`src/rtl/pinbank_pkg.sv`:
```
package pinbank_pkg;

  // word offsets on the bus (byte addresses)
  localparam int OFS_OUT     = 'h00;
  localparam int OFS_OUT_SET = 'h04;
  localparam int OFS_OUT_CLR = 'h08;
  localparam int OFS_OE      = 'h0C;
  localparam int OFS_OE_SET  = 'h10;
  localparam int OFS_OE_CLR  = 'h14;
  localparam int OFS_IN      = 'h18;
  localparam int OFS_ST      = 'h1C;
  localparam int OFS_ST_SET  = 'h20;
  localparam int OFS_ST_CLR  = 'h24;
  localparam int OFS_CFG     = 'h28;

  // configuration word field positions
  localparam int CFG_SRC_BIT  = 0;
  localparam int CFG_PP_BIT   = 2;
  localparam int CFG_TRIG_LSB = 7;
  localparam int CFG_WAKE_BIT = 10;

  typedef enum logic [2:0] {
    TRIG_OFF  = 3'd0,
    TRIG_RISE = 3'd1,
    TRIG_FALL = 3'd2,
    TRIG_BOTH = 3'd3,
    TRIG_LOW  = 3'd4,
    TRIG_HIGH = 3'd5
  } trig_e;

  typedef struct packed {
    logic  wake;
    trig_e trig;
    logic  push_pull;
    logic  use_pwm;
  } pin_cfg_t;

  function automatic pin_cfg_t cfg_from_word(logic [31:0] w);
    pin_cfg_t c;
    c.use_pwm   = w[CFG_SRC_BIT];
    c.push_pull = w[CFG_PP_BIT];
    c.trig      = trig_e'(w[CFG_TRIG_LSB +: 3]);
    c.wake      = w[CFG_WAKE_BIT];
    return c;
  endfunction

  function automatic logic [31:0] cfg_to_word(pin_cfg_t c);
    logic [31:0] w;
    w = '0;
    w[CFG_SRC_BIT]        = c.use_pwm;
    w[CFG_PP_BIT]         = c.push_pull;
    w[CFG_TRIG_LSB +: 3]  = c.trig;
    w[CFG_WAKE_BIT]       = c.wake;
    return w;
  endfunction

endpackage

```
`src/rtl/pinbank_regs.sv`:
```
module pinbank_regs
  import pinbank_pkg::*;
#(
  parameter int NPINS  = 16,
  parameter int ADDR_W = 8
) (
  input  logic                  clk,
  input  logic                  rst,
  input  logic                  wr_en,
  input  logic [ADDR_W-1:0]     addr,
  input  logic [31:0]           wdata,
  output logic [NPINS-1:0]      out_q,
  output logic [NPINS-1:0]      oe_q,
  output pin_cfg_t [NPINS-1:0]  cfg_q,
  output logic                  st_load,
  output logic                  st_set,
  output logic                  st_clr,
  output logic [NPINS-1:0]      wmask
);

  localparam logic [ADDR_W-1:0] A_OUT     = ADDR_W'(OFS_OUT);
  localparam logic [ADDR_W-1:0] A_OUT_SET = ADDR_W'(OFS_OUT_SET);
  localparam logic [ADDR_W-1:0] A_OUT_CLR = ADDR_W'(OFS_OUT_CLR);
  localparam logic [ADDR_W-1:0] A_OE      = ADDR_W'(OFS_OE);
  localparam logic [ADDR_W-1:0] A_OE_SET  = ADDR_W'(OFS_OE_SET);
  localparam logic [ADDR_W-1:0] A_OE_CLR  = ADDR_W'(OFS_OE_CLR);
  localparam logic [ADDR_W-1:0] A_ST      = ADDR_W'(OFS_ST);
  localparam logic [ADDR_W-1:0] A_ST_SET  = ADDR_W'(OFS_ST_SET);
  localparam logic [ADDR_W-1:0] A_ST_CLR  = ADDR_W'(OFS_ST_CLR);

  assign wmask   = wdata[NPINS-1:0];
  assign st_load = wr_en && (addr == A_ST);
  assign st_set  = wr_en && (addr == A_ST_SET);
  assign st_clr  = wr_en && (addr == A_ST_CLR);

  // output value register with its two aliases
  always_ff @(posedge clk) begin
    if (rst) begin
      out_q <= '0;
    end else if (wr_en) begin
      if (addr == A_OUT)          out_q <= wmask;
      else if (addr == A_OUT_SET) out_q <= out_q | wmask;
      else if (addr == A_OUT_CLR) out_q <= out_q & ~wmask;
    end
  end

  // output enable register with its two aliases
  always_ff @(posedge clk) begin
    if (rst) begin
      oe_q <= '0;
    end else if (wr_en) begin
      if (addr == A_OE)          oe_q <= wmask;
      else if (addr == A_OE_SET) oe_q <= oe_q | wmask;
      else if (addr == A_OE_CLR) oe_q <= oe_q & ~wmask;
    end
  end

  // one configuration word per pin
  for (genvar i = 0; i < NPINS; i++) begin : g_cfg
    localparam logic [ADDR_W-1:0] A_CFG = ADDR_W'(OFS_CFG + 4 * i);
    always_ff @(posedge clk) begin
      if (rst)                              cfg_q[i] <= '0;
      else if (wr_en && (addr == A_CFG))    cfg_q[i] <= cfg_from_word(wdata);
    end
  end

endmodule

```
`src/rtl/pinbank_sync.sv`:
```
module pinbank_sync #(
  parameter int NPINS = 16
) (
  input  logic             clk,
  input  logic             rst,
  input  logic [NPINS-1:0] pad_in,
  output logic [NPINS-1:0] cur,
  output logic [NPINS-1:0] prev
);

  logic [NPINS-1:0] meta_q;
  logic [NPINS-1:0] sync_q;
  logic [NPINS-1:0] hist_q;

  always_ff @(posedge clk) begin
    if (rst) begin
      meta_q <= '0;
      sync_q <= '0;
      hist_q <= '0;
    end else begin
      meta_q <= pad_in;
      sync_q <= meta_q;
      hist_q <= sync_q;
    end
  end

  assign cur  = sync_q;
  assign prev = hist_q;

endmodule

```
`src/rtl/pinbank_trig.sv`:
```
module pinbank_trig
  import pinbank_pkg::*;
#(
  parameter int NPINS = 16
) (
  input  logic                 clk,
  input  logic                 rst,
  input  pin_cfg_t [NPINS-1:0] cfg,
  input  logic [NPINS-1:0]     cur,
  input  logic [NPINS-1:0]     prev,
  input  logic                 st_load,
  input  logic                 st_set,
  input  logic                 st_clr,
  input  logic [NPINS-1:0]     wmask,
  output logic [NPINS-1:0]     status_q,
  output logic [NPINS-1:0]     wake_en,
  output logic                 irq_q,
  output logic                 wake_q
);

  logic [NPINS-1:0] event_w;
  logic [NPINS-1:0] st_nxt;

  for (genvar i = 0; i < NPINS; i++) begin : g_det
    always_comb begin
      unique case (cfg[i].trig)
        TRIG_RISE: event_w[i] = cur[i] & ~prev[i];
        TRIG_FALL: event_w[i] = ~cur[i] & prev[i];
        TRIG_BOTH: event_w[i] = cur[i] ^ prev[i];
        TRIG_LOW:  event_w[i] = ~cur[i];
        TRIG_HIGH: event_w[i] = cur[i];
        default:   event_w[i] = 1'b0;
      endcase
    end
    assign wake_en[i] = cfg[i].wake;
  end

  // software update first, hardware events ORed last so they win
  always_comb begin
    st_nxt = status_q;
    if (st_load)     st_nxt = wmask;
    else if (st_set) st_nxt = status_q | wmask;
    else if (st_clr) st_nxt = status_q & ~wmask;
    st_nxt = st_nxt | event_w;
  end

  always_ff @(posedge clk) begin
    if (rst) begin
      status_q <= '0;
      irq_q    <= 1'b0;
      wake_q   <= 1'b0;
    end else begin
      status_q <= st_nxt;
      irq_q    <= |status_q;
      wake_q   <= |(status_q & wake_en);
    end
  end

endmodule

```
`src/rtl/pinbank_pads.sv`:
```
module pinbank_pads
  import pinbank_pkg::*;
#(
  parameter int NPINS = 16
) (
  input  logic                 clk,
  input  logic                 rst,
  input  pin_cfg_t [NPINS-1:0] cfg,
  input  logic [NPINS-1:0]     out_q,
  input  logic [NPINS-1:0]     oe_q,
  input  logic                 pwm_bit,
  input  logic [NPINS-1:0]     sync_in,
  output logic [NPINS-1:0]     in_view,
  output logic [NPINS-1:0]     pad_out,
  output logic [NPINS-1:0]     pad_oe
);

  for (genvar i = 0; i < NPINS; i++) begin : g_pad
    logic src;
    assign src        = cfg[i].use_pwm ? pwm_bit : out_q[i];
    assign in_view[i] = oe_q[i] ? src : sync_in[i];

    always_ff @(posedge clk) begin
      if (rst) begin
        pad_out[i] <= 1'b0;
        pad_oe[i]  <= 1'b0;
      end else if (cfg[i].push_pull) begin
        pad_out[i] <= src;
        pad_oe[i]  <= oe_q[i];
      end else begin
        pad_out[i] <= 1'b0;
        pad_oe[i]  <= oe_q[i] & ~src;
      end
    end
  end

endmodule

```
`src/rtl/pinbank_ctrl.sv`:
```
module pinbank_ctrl
  import pinbank_pkg::*;
#(
  parameter int NPINS  = 16,
  parameter int ADDR_W = 8
) (
  input  logic              clk,
  input  logic              rst,
  input  logic              bus_wr,
  input  logic              bus_rd,
  input  logic [ADDR_W-1:0] bus_addr,
  input  logic [31:0]       bus_wdata,
  output logic [31:0]       bus_rdata,
  input  logic [NPINS-1:0]  pad_in,
  input  logic              pwm_bit,
  output logic [NPINS-1:0]  pad_out,
  output logic [NPINS-1:0]  pad_oe,
  output logic              irq,
  output logic              wake
);

  localparam int CFG_END = OFS_CFG + 4 * NPINS;

  logic [NPINS-1:0]     out_q;
  logic [NPINS-1:0]     oe_q;
  pin_cfg_t [NPINS-1:0] cfg_q;
  logic                 st_load, st_set, st_clr;
  logic [NPINS-1:0]     wmask;
  logic [NPINS-1:0]     sync_cur, sync_prev;
  logic [NPINS-1:0]     status_q;
  logic [NPINS-1:0]     wake_en;
  logic [NPINS-1:0]     in_view;
  logic [31:0]          rd_mux;

  initial begin
    if (NPINS < 1 || NPINS > 32) $error("NPINS must be 1..32");
    if (CFG_END > (1 << ADDR_W)) $error("ADDR_W too small for CFG words");
  end

  pinbank_regs #(.NPINS(NPINS), .ADDR_W(ADDR_W)) u_regs (
    .clk(clk), .rst(rst), .wr_en(bus_wr), .addr(bus_addr), .wdata(bus_wdata),
    .out_q(out_q), .oe_q(oe_q), .cfg_q(cfg_q),
    .st_load(st_load), .st_set(st_set), .st_clr(st_clr), .wmask(wmask)
  );

  pinbank_sync #(.NPINS(NPINS)) u_sync (
    .clk(clk), .rst(rst), .pad_in(pad_in), .cur(sync_cur), .prev(sync_prev)
  );

  pinbank_trig #(.NPINS(NPINS)) u_trig (
    .clk(clk), .rst(rst), .cfg(cfg_q), .cur(sync_cur), .prev(sync_prev),
    .st_load(st_load), .st_set(st_set), .st_clr(st_clr), .wmask(wmask),
    .status_q(status_q), .wake_en(wake_en), .irq_q(irq), .wake_q(wake)
  );

  pinbank_pads #(.NPINS(NPINS)) u_pads (
    .clk(clk), .rst(rst), .cfg(cfg_q), .out_q(out_q), .oe_q(oe_q),
    .pwm_bit(pwm_bit), .sync_in(sync_cur), .in_view(in_view),
    .pad_out(pad_out), .pad_oe(pad_oe)
  );

  // read selection: aliases and unmapped words fall through to zero
  always_comb begin
    rd_mux = '0;
    if (bus_addr == ADDR_W'(OFS_OUT))     rd_mux[NPINS-1:0] = out_q;
    else if (bus_addr == ADDR_W'(OFS_OE)) rd_mux[NPINS-1:0] = oe_q;
    else if (bus_addr == ADDR_W'(OFS_IN)) rd_mux[NPINS-1:0] = in_view;
    else if (bus_addr == ADDR_W'(OFS_ST)) rd_mux[NPINS-1:0] = status_q;
    else begin
      for (int i = 0; i < NPINS; i++) begin
        if (bus_addr == ADDR_W'(OFS_CFG + 4 * i)) rd_mux = cfg_to_word(cfg_q[i]);
      end
    end
  end

  always_ff @(posedge clk) begin
    if (rst)         bus_rdata <= '0;
    else if (bus_rd) bus_rdata <= rd_mux;
  end

endmodule

```
`config.mk`:
```
export PLATFORM = sky130hd
export DESIGN_NAME = pinbank_ctrl
export DESIGN_NICKNAME = d
export VERILOG_FILES = /design/src/rtl/pinbank_pkg.sv /design/src/rtl/pinbank_regs.sv /design/src/rtl/pinbank_sync.sv /design/src/rtl/pinbank_trig.sv /design/src/rtl/pinbank_pads.sv /design/src/rtl/pinbank_ctrl.sv
export SDC_FILE = /design/constraint.sdc
export NUM_CORES = 1
export LEC_CHECK = 0
export ABC_CLOCK_PERIOD_IN_PS = 2450
export BUFFER_PORTS_ARGS = -buffer_cell sky130_fd_sc_hd__buf_2
export CAP_MARGIN = 5
export CORE_MARGIN = 4
export CORE_UTILIZATION = 60
export CTS_CLUSTER_DIAMETER = 120
export DETAILED_ROUTE_END_ITERATION = 6
export GPL_TIMING_DRIVEN = 0
export HOLD_SLACK_MARGIN = 0.12
export PLACE_DENSITY_LB_ADDON = 0.08
export RECOVER_POWER = 50
export SYNTH_ARGS = -nofsm -noshare
export SYNTH_HDL_FRONTEND = slang
export SYNTH_HIERARCHICAL = 1
export SYNTH_SLANG_ARGS = --single-unit
```
`constraint.sdc`:
```
create_clock -name clk -period 2.45 [get_ports clk]
set_input_delay 0.245 -clock clk [delete_from_list [all_inputs] [get_ports clk]]
set_output_delay 0.245 -clock clk [all_outputs]
set_load 0.02 [all_outputs]
```
==> results.txt, run 1 <==
The flow ran to the end, but the final reports show violations. The final reports fail on setup timing. The total DRC errors in the routed layout is 0. The floorplan die height was 156.5 um. The pin count of the biggest net entering global routing came out at 15. Dividing the detail-routed via count by the number of cells gives 7.221.

The total die area came out at 24500 um2. 127 I/O pins were placed. The first-pass GRT wire length is 85.80 mm.

TritonCTS built the clock tree. The tools report the required time of the critical path as 2.85 ns. Global routing consumed, over all layers together, 46.49% of the routing resources.

After layout, the minimum clock period comes to 2.496 ns. Summed over all layers, the global routing overflow is 0. For this run, the detailed router's first-pass iteration total came to 6. Kind of cell adding the most delay to the critical path: buffers and inverters.

Delay of the slowest cell on the worst path: 0.50 ns. For this block, the routed nets add up to 58.88 mm of wire. For the initial antenna violation count, the log shows 2.

Buffers inserted during clock tree synthesis total 26. The worst setup slack after layout is -0.04595 ns. The tools report the initial core utilization as 60.84%.

Setup violations remaining at the end of the flow were counted as 6. The run gives 0 as the number of hold violations in the final report. The final total negative setup slack was -0.1357 ns; the number of slew-limit violations in the final report was 0. For this block, the initial DRC count from the detailed router was 2589. Category of the worst setup path capture point: a flip-flop. The power density over the cells is 618.8 nW/um2, and the final worst-path cycle share is 101.9%. STA classifies the critical path startpoint as an input port.

In this run the tightest slew margin relative to its limit is 28.30%. Cells with a size suffix above 1 make up 11.19% of the layout. The slew at the pin closest to its max-slew limit is 1.073 ns.

The horizontal extent of the die came out at 156.5 um. In this run the standard cell core region covers 21760 um2. Counting every sink on the clock net gives 242. The layout has 1694 filler cells. Walking the worst path, the cells encountered are buf_2 -> buf_2 -> or4b_4 -> buf_6 -> clkbuf_1 -> nor3_2 -> inv_1 -> buf_2 -> a31oi_1 -> a31oi_1.

The number of global-route vias before repair was 13526; the number of H-tree levels was 1. At the placement stage, the worst setup path has a slack of -0.6041 ns. The overall via count from detail_route is 14363. In this run, placement finished with an instance count of 1899. Between clock sinks in the finished design, the worst skew comes to 0.03126 ns. The top achievable clock speed was 0.4006 GHz.

The floorplan has 54 rows. At the worst endpoint, the arrival time is 2.89 ns. Summing every instance area after synthesis gives 13240 um2. The run gives 9.544 mW as the overall power.

The type of the tightest min-delay check is in -> reg. The share of the core filled with cells was 70.89%. The total buffers and inverters traversed by the critical path is 6, and the highest fanout seen on the critical path is 14.

VDD sags by at most 588.3 uV. The slowest stage cell on the critical path was or4b_4. The critical path is of the in -> reg type.

Clock-pin slew was measured on the worst setup and hold paths at 0.06 ns. The routed length per placed instance works out to 29.60 um. Setup repair after global routing left no endpoint under its margin. The tools report the number of nets in the layout as 1784.

Counting along the longest clock path gives a buffer depth of 3. The run gives 1517 as the instance count of the mapped netlist. Clock latency on the worst-skew pair, taken at its later pin, is 0.57 ns.

The most prevalent standard cell on the critical path was buf_2. Input and output buffers added on the ports amount to 87. The logs give 1.069 for the routability congestion estimate and 5.261 nW for the total leakage power.

The post-route non-filler standard cell count was 1989. For the number of nets still failing antenna checks after routing, the log shows 0. The synthesis warning total is 6. Compared with the post-synthesis result, the final layout area differs by 16.51%. The root buffer cell chosen for the clock tree is clkbuf_16. The number of violations of the max-capacitance limit was 0. The placed wire-length estimate after detailed placement was 41.97 mm. The average footprint of a synthesized cell was 8.725 um2.
==> layout make-up <==
cell class / instances / area, um2 / share of cell area [%]
Clock buffer: 33 / 716.9 / 4.649
Timing Repair Buffer: 132 / 823.3 / 5.338
Inverter: 60 / 225.2 / 1.460
Multi-Input combinational cell: 1045 / 7208 / 46.74
Buffer: 184 / 989.7 / 6.417
Clock inverter: 11 / 259.0 / 1.679
Antenna cell: 2 / 5.005 / 0.03245
Sequential cell: 242 / 4845 / 31.41
Tap cell: 280 / 350.3 / 2.272
==> worst paths after layout <==
kind / from / to / slack [ns] / depth (start not counted)
hold / removal: rst / bus_rdata[10] / 0.22 / 2
setup / recovery: bus_addr[6] / u_trig/status_q[11] / -0.05 / 10
hold reg to reg: u_sync/meta_q[4] / u_sync/cur[4] / 0.44 / 1
setup reg to reg: u_regs/cfg_q[48] / bus_rdata[8] / 0.46 / 6
==> cells in the final DEF (no fill, tap or decap), types with 21 or more instances in the layout <==
cell type / instances
o31ai_1: 113
nor4_1: 21
mux2i_1: 59
o21ai_0: 27
nor3b_1: 31
dlygate4sd3_1: 45
nand2_1: 58
nor2b_1: 71
clkbuf_16: 26
a31oi_1: 31
dfxtp_1: 242
buf_2: 63
nor2_1: 47
nand2b_1: 34
inv_1: 60
a21oi_1: 163
buf_4: 40
ha_1: 32
nand4_1: 99
clkbuf_1: 152
==> power breakdown <==
group / leakage, nW / switching [mW] / internal, mW
clock: 0.475 / 1.73 / 2.80
combinational: 2.83 / 0.670 / 0.303
sequential: 1.96 / 0.0555 / 3.98
==> routing by layer <==
layer / vias to the layer above / part of all wire, % / track usage [%]
met4: 0 / 7.1 / 24.01
met3: 319 / 16 / 14.63
met2: 1404 / 42 / 71.05
met5: - / 0 / 0
met1: 6625 / 35 / 59.08
li1: 6015 / - / -
==> through the flow <==
step,cell area [um2],hold slack (ns)
2_1_floorplan,13290,0.3732
3_3_place_gp,14080,0.4158
3_5_place_dp,14080,0.4248
4_1_cts,15510,0.1931
5_1_grt,15420,0.2471
6_report,15420,0.2240
==> repair_timing <==
action | 4_1_cts | 5_1_grt
resized for setup | 1 | 2
hold endpoints to repair | 76 | 0
setup buffers | 0 | 0
pin swaps | 0 | 1
hold buffers | 45 | 0
endpoints found under the setup margin | 10 | 11
Note: power is estimated with default switching activity, not from simulation.
==> run 2, diff against run 1 <==
CORE_ASPECT_RATIO = 1.2   (was not set)
RECOVER_POWER = not set   (was 50)
==> run 2 against run 1 <==
First-iteration DRC count fell by 19%. Die area barely moved. Power fell by 6.5%. Worst hold slack got worse by 0.071 ns. Count of clock-buffer cells in the layout rose by 3. Utilization fell by 0.40 points. Final area fell by 0.80%. Clock power fell by 14%. The flow now finishes without violations. Fmax rose by 5.8%. Wire length fell by 3.3%.
==> results.txt, run 2 (synthesized netlist as in run 1, its figures left out) <==
TritonCTS built the clock tree. The signal on the critical path passes through buf_2 -> or3b_2 -> clkbuf_1 -> clkbuf_1 -> nor3_2 -> inv_1 -> buf_2 -> a31oi_1 -> a31oi_1. The category of the worst setup path capture point is a flip-flop. For this configuration, the core starts out at a cell density of 60.99%. The analysis attributes to cell leakage a power of 5.409 nW. For this design the ratio of total power to cell area is 583.5 nW/um2.

The number of global-route vias before repair was 13515. Setup repair after global routing left no endpoint under its margin. The tools report the antenna diode count as 0. The clock root buffer master is clkbuf_16. The placed wire-length estimate after detailed placement was 41.48 mm; the clock latency reported for the late side of the worst-skew pair was 0.54 ns.

In this run the standard cell core region covers 21700 um2. The startpoint identified for the worst register-to-register timing path is u_regs/cfg_q[48]. Of the available clock period, the critical path in the final layout requires 96.29%. The overall via count from detail_route was 14083; the arrival time of the worst setup path was 2.73 ns. Across all register-to-register paths, the minimum setup slack is 0.21 ns. In this run, the number of DRC markers left after iteration 0 of detailed routing was 2102. The final wirelength is 56.91 mm, and the floorplan die height is 170.7 um. The worst hold path passes through 3 cells. The cell depth of the worst flop-to-flop path was 6. The number of buffers and inverters on the critical path is 5.

Clock-pin slew was measured on the worst setup and hold paths at 0.06 ns. Setup violations remaining at the end of the flow were counted as 0. In this run the remaining antenna-violating nets after routing total 0. For this run, the detailed router's first-pass iteration total came to 6. Setup slack closes at 0.09102 ns. Along the worst path, the maximum fanout reaches 19.

The post-detailed-route via-to-cell ratio is 7.134, and the total clock sinks is 242. In this run the core area contains 59 standard-cell rows. The logs give 3 for the initial antenna violation count and 0 for the number of hold violations in the final report.

With fillers left out, the area of the finished cells amounts to 15300 um2. The setup path with the least slack is of type in -> reg. The start point of the worst min-delay path is bus_wdata[3]. The worst register-to-register path ends at bus_rdata[8]. Data on the critical path is required at its endpoint by 2.82 ns. The net count of the finished layout is 1777.

The tool flagged a number of max-cap violations equal to 0. The run gives 0 as the number of slew-limit violations in the final report. In the global route stage, overall resource usage came out at 45.08%. The ratio of cells with drive above 1 in the final layout was 14.59%. The library cell used most frequently in the layout, excluding fill and tap cells, is dfxtp_1. The run finished with clean final reports.

After detailed placement, the total cell area comes to 14070 um2. The kind of cell adding the most delay to the critical path was buffers and inverters. After layout, the minimum clock period comes to 2.359 ns. Measured along the x axis, the die boundary spans 143.6 um. During I/O placement, the number of pins put on the boundary was 127. The number of setup buffers added after CTS is 0.

STA classifies the critical path startpoint as an input port. The floorplan step defined a die boundary enclosing 24510 um2. Routability-driven placement finished with a final weighted congestion of 1.107.

The type of the tightest min-delay check was in -> reg. During placement, the flow inserted port buffers numbering 87. For the final database, setup skew stands at 0.01938 ns.

The number of H-tree levels is 1. Counting along the longest clock path gives a buffer depth of 3. The first global-routing pass estimated 83.15 mm of wire.

The routed length per placed instance came out at 28.83 um. The maximum resistive drop on vdd is 684.5 uV, and the total CTS buffers is 25. Top achievable clock speed: 0.4239 GHz. Entering global routing, the biggest net connects 15 pins.

Leaving out fill and tap cells, the most frequent cells in the layout are dfxtp_1, a21oi_1, buf_2. From synthesis to final layout, the design area changed by 15.58%. The leftover overflow at the end of global routing was 0; the total DRC errors in the routed layout was 0.

The worst pin sits at a relative slew slack of 34.95%. The delay of the slowest cell on the worst path was 0.51 ns. Slowest stage cell on the critical path: or3b_2. At the pin with the least slew margin, the transition time is 0.9757 ns. OpenSTA, run right after detailed placement, puts the worst setup slack at -0.6156 ns.
==> run 2: how the worst max path moves through the flow <==
stage	from	end	slack, ns	cells past startpoint
CTS	bus_addr[6]	u_trig/status_q[8]	0.05	10
finish	bus_addr[1]	u_trig/status_q[5]	0.09	9
global placement	bus_addr[6]	u_trig/status_q[8]	-0.58	10
global route	bus_addr[3]	u_trig/status_q[11]	0.03	10
detailed placement	bus_addr[6]	u_trig/status_q[5]	-0.62	10
floorplan	bus_addr[7]	u_trig/status_q[15]	0.29	10
==> run 2: routing by layer <==
| layer | vias to the layer above | routed length, um | track usage (%) |
|---|---|---|---|
| met5 | - | 70 | 0 |
| met4 | 8 | 4802 | 29.40 |
| met3 | 301 | 7772 | 15.15 |
| met2 | 1200 | 24450 | 69.68 |
| met1 | 6575 | 19810 | 53.25 |
| li1 | 5999 | - | - |
==> run 2: per-stage QoR <==
stage          total power [mW]  hold WS [ns]  utilization [%]  setup TNS [ns]  cells
3_3_place_gp              4.972        0.4169            64.83          -8.187   1893
4_1_cts                   8.823        0.1216            70.51               0   1976
6_report                  8.927        0.1532            70.49               0   1974
3_5_place_dp              4.982        0.4231            64.83          -9.016   1893
5_1_grt                   9.096        0.1482            70.49               0   1974
2_1_floorplan             4.647        0.3732                -               0   1532
==> run 2: final cells by class <==
cell class	count	area, um2
clock inverters	7	88.84
repair buffers	127	835.8
multi-input cells	1045	7213
plain buffers	183	1011
inverters	60	225.2
clock buffers	36	737.0
well taps	274	342.8
flip-flops and latches	242	4845
fillers	1685	6405
==> run 2: what timing repair did <==
item,CTS,global route
pin swaps,0,0
hold buffers,40,0
resized for setup,1,1
hold endpoints to repair,71,0
endpoints found under the setup margin,10,10
==> run 2: power by group <==
group	switching [mW]	internal, mW
clock network	1.63	2.28
logic	0.678	0.304
registers	0.0516	3.98
total	2.36	6.57
==> run 2: tightest hold or removal path: cells and delay by family <==
kind                   cells  cell delay [ns]
AOI/OAI and AO/OA          1             0.10
buffers and inverters      2             0.29
==> run 3, diff against run 2 <==
ABC_CLOCK_PERIOD_IN_PS = 2700   (was 2450)
CORE_MARGIN = 1   (was 4)
clock period = 2.7 ns   (was 2.45 ns; I/O delays follow)
==> run 3 against run 2 <==
Cell count rose by 0.10%. Global-route usage increased by 5.3 points. Clock power fell by 10%. Critical path depth is 1 higher. Die area is 7.5% lower. Clock skew fell by 0.0069 ns. Count of clock-buffer cells in the layout is 1 higher.
==> results.txt, run 3 (synthesized netlist as in run 1, its figures left out) <==
In this run the tightest slew margin relative to its limit is 12.25%. Along the worst path, the maximum fanout reaches 14. Routability congestion estimate: 1.088. After filler insertion, the fill cell instance count of the layout stands at 1711. The final worst-path cycle share came out at 99.94%. The run gives 1 as the number of H-tree levels. The flow ran to the end, and the final reports show no timing, DRC or antenna violations. Clock-pin slew was measured on the worst setup and hold paths at 0.06 ns. The count of cells in the finished layout, fillers not included, comes to 1976.

The initial core utilization came out at 61.20%. Slowest stage cell on the critical path: or4b_4. Of the total power, the clock network draws 43.6%.

The total global routing track utilization is 50.38%, and the switching part of the total power is 26.49%. The power density over the cells works out to 529.5 nW/um2. The overall via count from detail_route is 14208, and the sequential cell fraction of total power is 45.3%.

The logs give 0 for the leftover overflow at the end of global routing and 11.1% for the logic gate share of total power. The placed wire-length estimate after detailed placement came out at 41.75 mm. The most prevalent standard cell on the critical path was buf_2. Total leakage power: 5.380 nW. The tools report the number of instances in the placed design as 1893. After detailed routing, the total wire length is 57.80 mm. TritonCTS built the clock tree. Traced cell by cell, the critical path runs through buf_2 -> buf_2 -> or4b_4 -> buf_6 -> clkbuf_1 -> nor3_2 -> inv_1 -> buf_2 -> a31oi_1 -> a31oi_1. The number of port buffers came out at 87. The critical path is of the in -> reg type. In the layout the commonest cells are dfxtp_1, a21oi_1, buf_2. The tools report the required time of the critical path as 3.07 ns. For the number of violations of the max-capacitance limit, the log shows 0. The routed length per placed instance works out to 29.25 um.

The tools report the worst slack after detailed placement as -0.5146 ns. Once layout is complete, the utilization of the core stands at 70.53%. The I/O pin total is 127, and the number of nets in the layout is 1774. The tools report the number of iterations in the first detailed-routing pass as 7. The kind of cell adding the most delay to the critical path was buffers and inverters. The path length in cells of the critical path was 10. The worst setup path is captured at a flip-flop. At the worst endpoint, the arrival time is 3.07 ns. The switching power came out at 2.139 mW. The final total negative setup slack was 0 ns. Area used by sequential logic in the layout: 4845 um2.

The floorplan die height was 164.7 um. Summing all multi-input logic gate instances after layout gives 7213 um2. Cells with a size suffix above 1 make up 14.60% of the layout. Relative to the synthesized area, the layout overhead comes to 15.25%. The total clock sinks was 242.

The floorplan step set the die width to 137.6 um. In this run the worst hold path is classified as in -> reg. The first-pass GRT wire length is 82.54 mm, and the hold slack is 0.1442 ns. For the number of global-route vias before repair, the log shows 13193. CTS placed an instance of clkbuf_16 at the clock tree root.

For the pin with the worst max-slew slack, the measured transition is 1.299 ns. For the final standard cell area without fillers, the log shows 15250 um2. Setup repair after global routing left no endpoint under its margin. Buffers inserted during clock tree synthesis total 25.

On the final layout, the worst clock skew is 0.01243 ns. The initial antenna violation count came out at 2. The critical path contains buffers and inverters numbering 6 combined.

The tools report the number of placement rows as 59. Across all setup checks in the final design, the least slack found is 0.001497 ns. In this run the deepest clock path goes through 3 buffers. For the number of hold violations in the final report, the log shows 0. The cell-internal power was 5.938 mW. The run gives 0 as the total DRC errors in the routed layout. The launching element type of the critical path was an input port. The total die area was 22660 um2.

The number of slew-limit violations in the final report was 0. After floorplanning, the core was sized to cover 21630 um2. For the worst flop-to-flop path, the logic depth is 6. The most common library cell in the layout ignoring fill and taps is dfxtp_1.

The delay of the slowest cell on the worst path is 0.50 ns. Setup violations remaining at the end of the flow were counted as 0. After layout, the design draws a total of 8.077 mW. Maximum resistive drop on vdd: 642.0 uV. The violation count after the first detailed-routing iteration was 2550. In this run the cell area measured after placement is 14070 um2.

The clock latency reported for the late side of the worst-skew pair is 0.54 ns, and the hold-critical path depth is 2. Using the TritonRoute via totals, the vias-per-cell ratio works out to 7.190. Entering global routing, the biggest net connects 15 pins. Timing would allow up to 0.3706 GHz. The detail route stage leaves a number of antenna-violating nets equal to 0. Final critical delay including setup and external delays: 2.699 ns.
==> run 3: changes by cell type in the layout (fill, tap and decap cells not counted), sizes merged <==
cell and delta:
clkinv +1, clkbuf +2, buf +1, diode +3, dlygate4sd3 -5
==> run 3: power groups by stage <==
| stage | logic (mW) | registers [mW] | clock network, mW |
|---|---|---|---|
| 2_1_floorplan | 0.489 | 3.73 | 0 |
| 3_3_place_gp | 0.778 | 3.73 | 0 |
| 3_5_place_dp | 0.785 | 3.73 | 0 |
| 4_1_cts | 0.833 | 3.66 | 3.51 |
| 5_1_grt | 0.911 | 3.66 | 3.66 |
| 6_report | 0.894 | 3.66 | 3.52 |
==> run 3: worst reg2reg max path: cells and delay by family (launching register included) <==
family	cells	cell delay, ns
mux	1	0.18
flops	1	0.46
compound gates	5	1.53
==> run 3: final cells by class <==
type,instances,share of cell area (%)
diodes,3,0.04921
clock inverters,8,0.5906
repair buffers,122,5.151
well taps,274,2.247
multi-input cells,1045,47.29
clock buffers,37,4.790
flip-flops and latches,242,31.76
inverters,60,1.476
plain buffers,185,6.652
==> run 3: timing repair <==
item / 4_1_cts / 5_1_grt
gates resized for setup: 0 / 1
hold endpoints to repair: 55 / 0
buffers inserted: 0 / 0
hold buffers: 35 / 0
endpoints found under the setup margin: 0 / 10
==> run 3: worst paths after layout <==
path	from	end	slack, ns
setup / recovery	bus_addr[6]	u_trig/status_q[5]	0.001
hold / removal	rst	u_sync/prev[13]	0.14
setup reg to reg	u_regs/cfg_q[48]	bus_rdata[8]	0.44
hold reg to reg	u_sync/meta_q[13]	u_sync/cur[13]	0.44
==> run 3: per-layer routing <==
metal | share of wire (%) | track usage (%) | up-vias
met5 | 0 | 0 | -
met4 | 8.7 | 37.86 | 0
met3 | 14 | 16.94 | 331
met2 | 42 | 75.24 | 1246
met1 | 35 | 59.40 | 6637
li1 | - | - | 5994
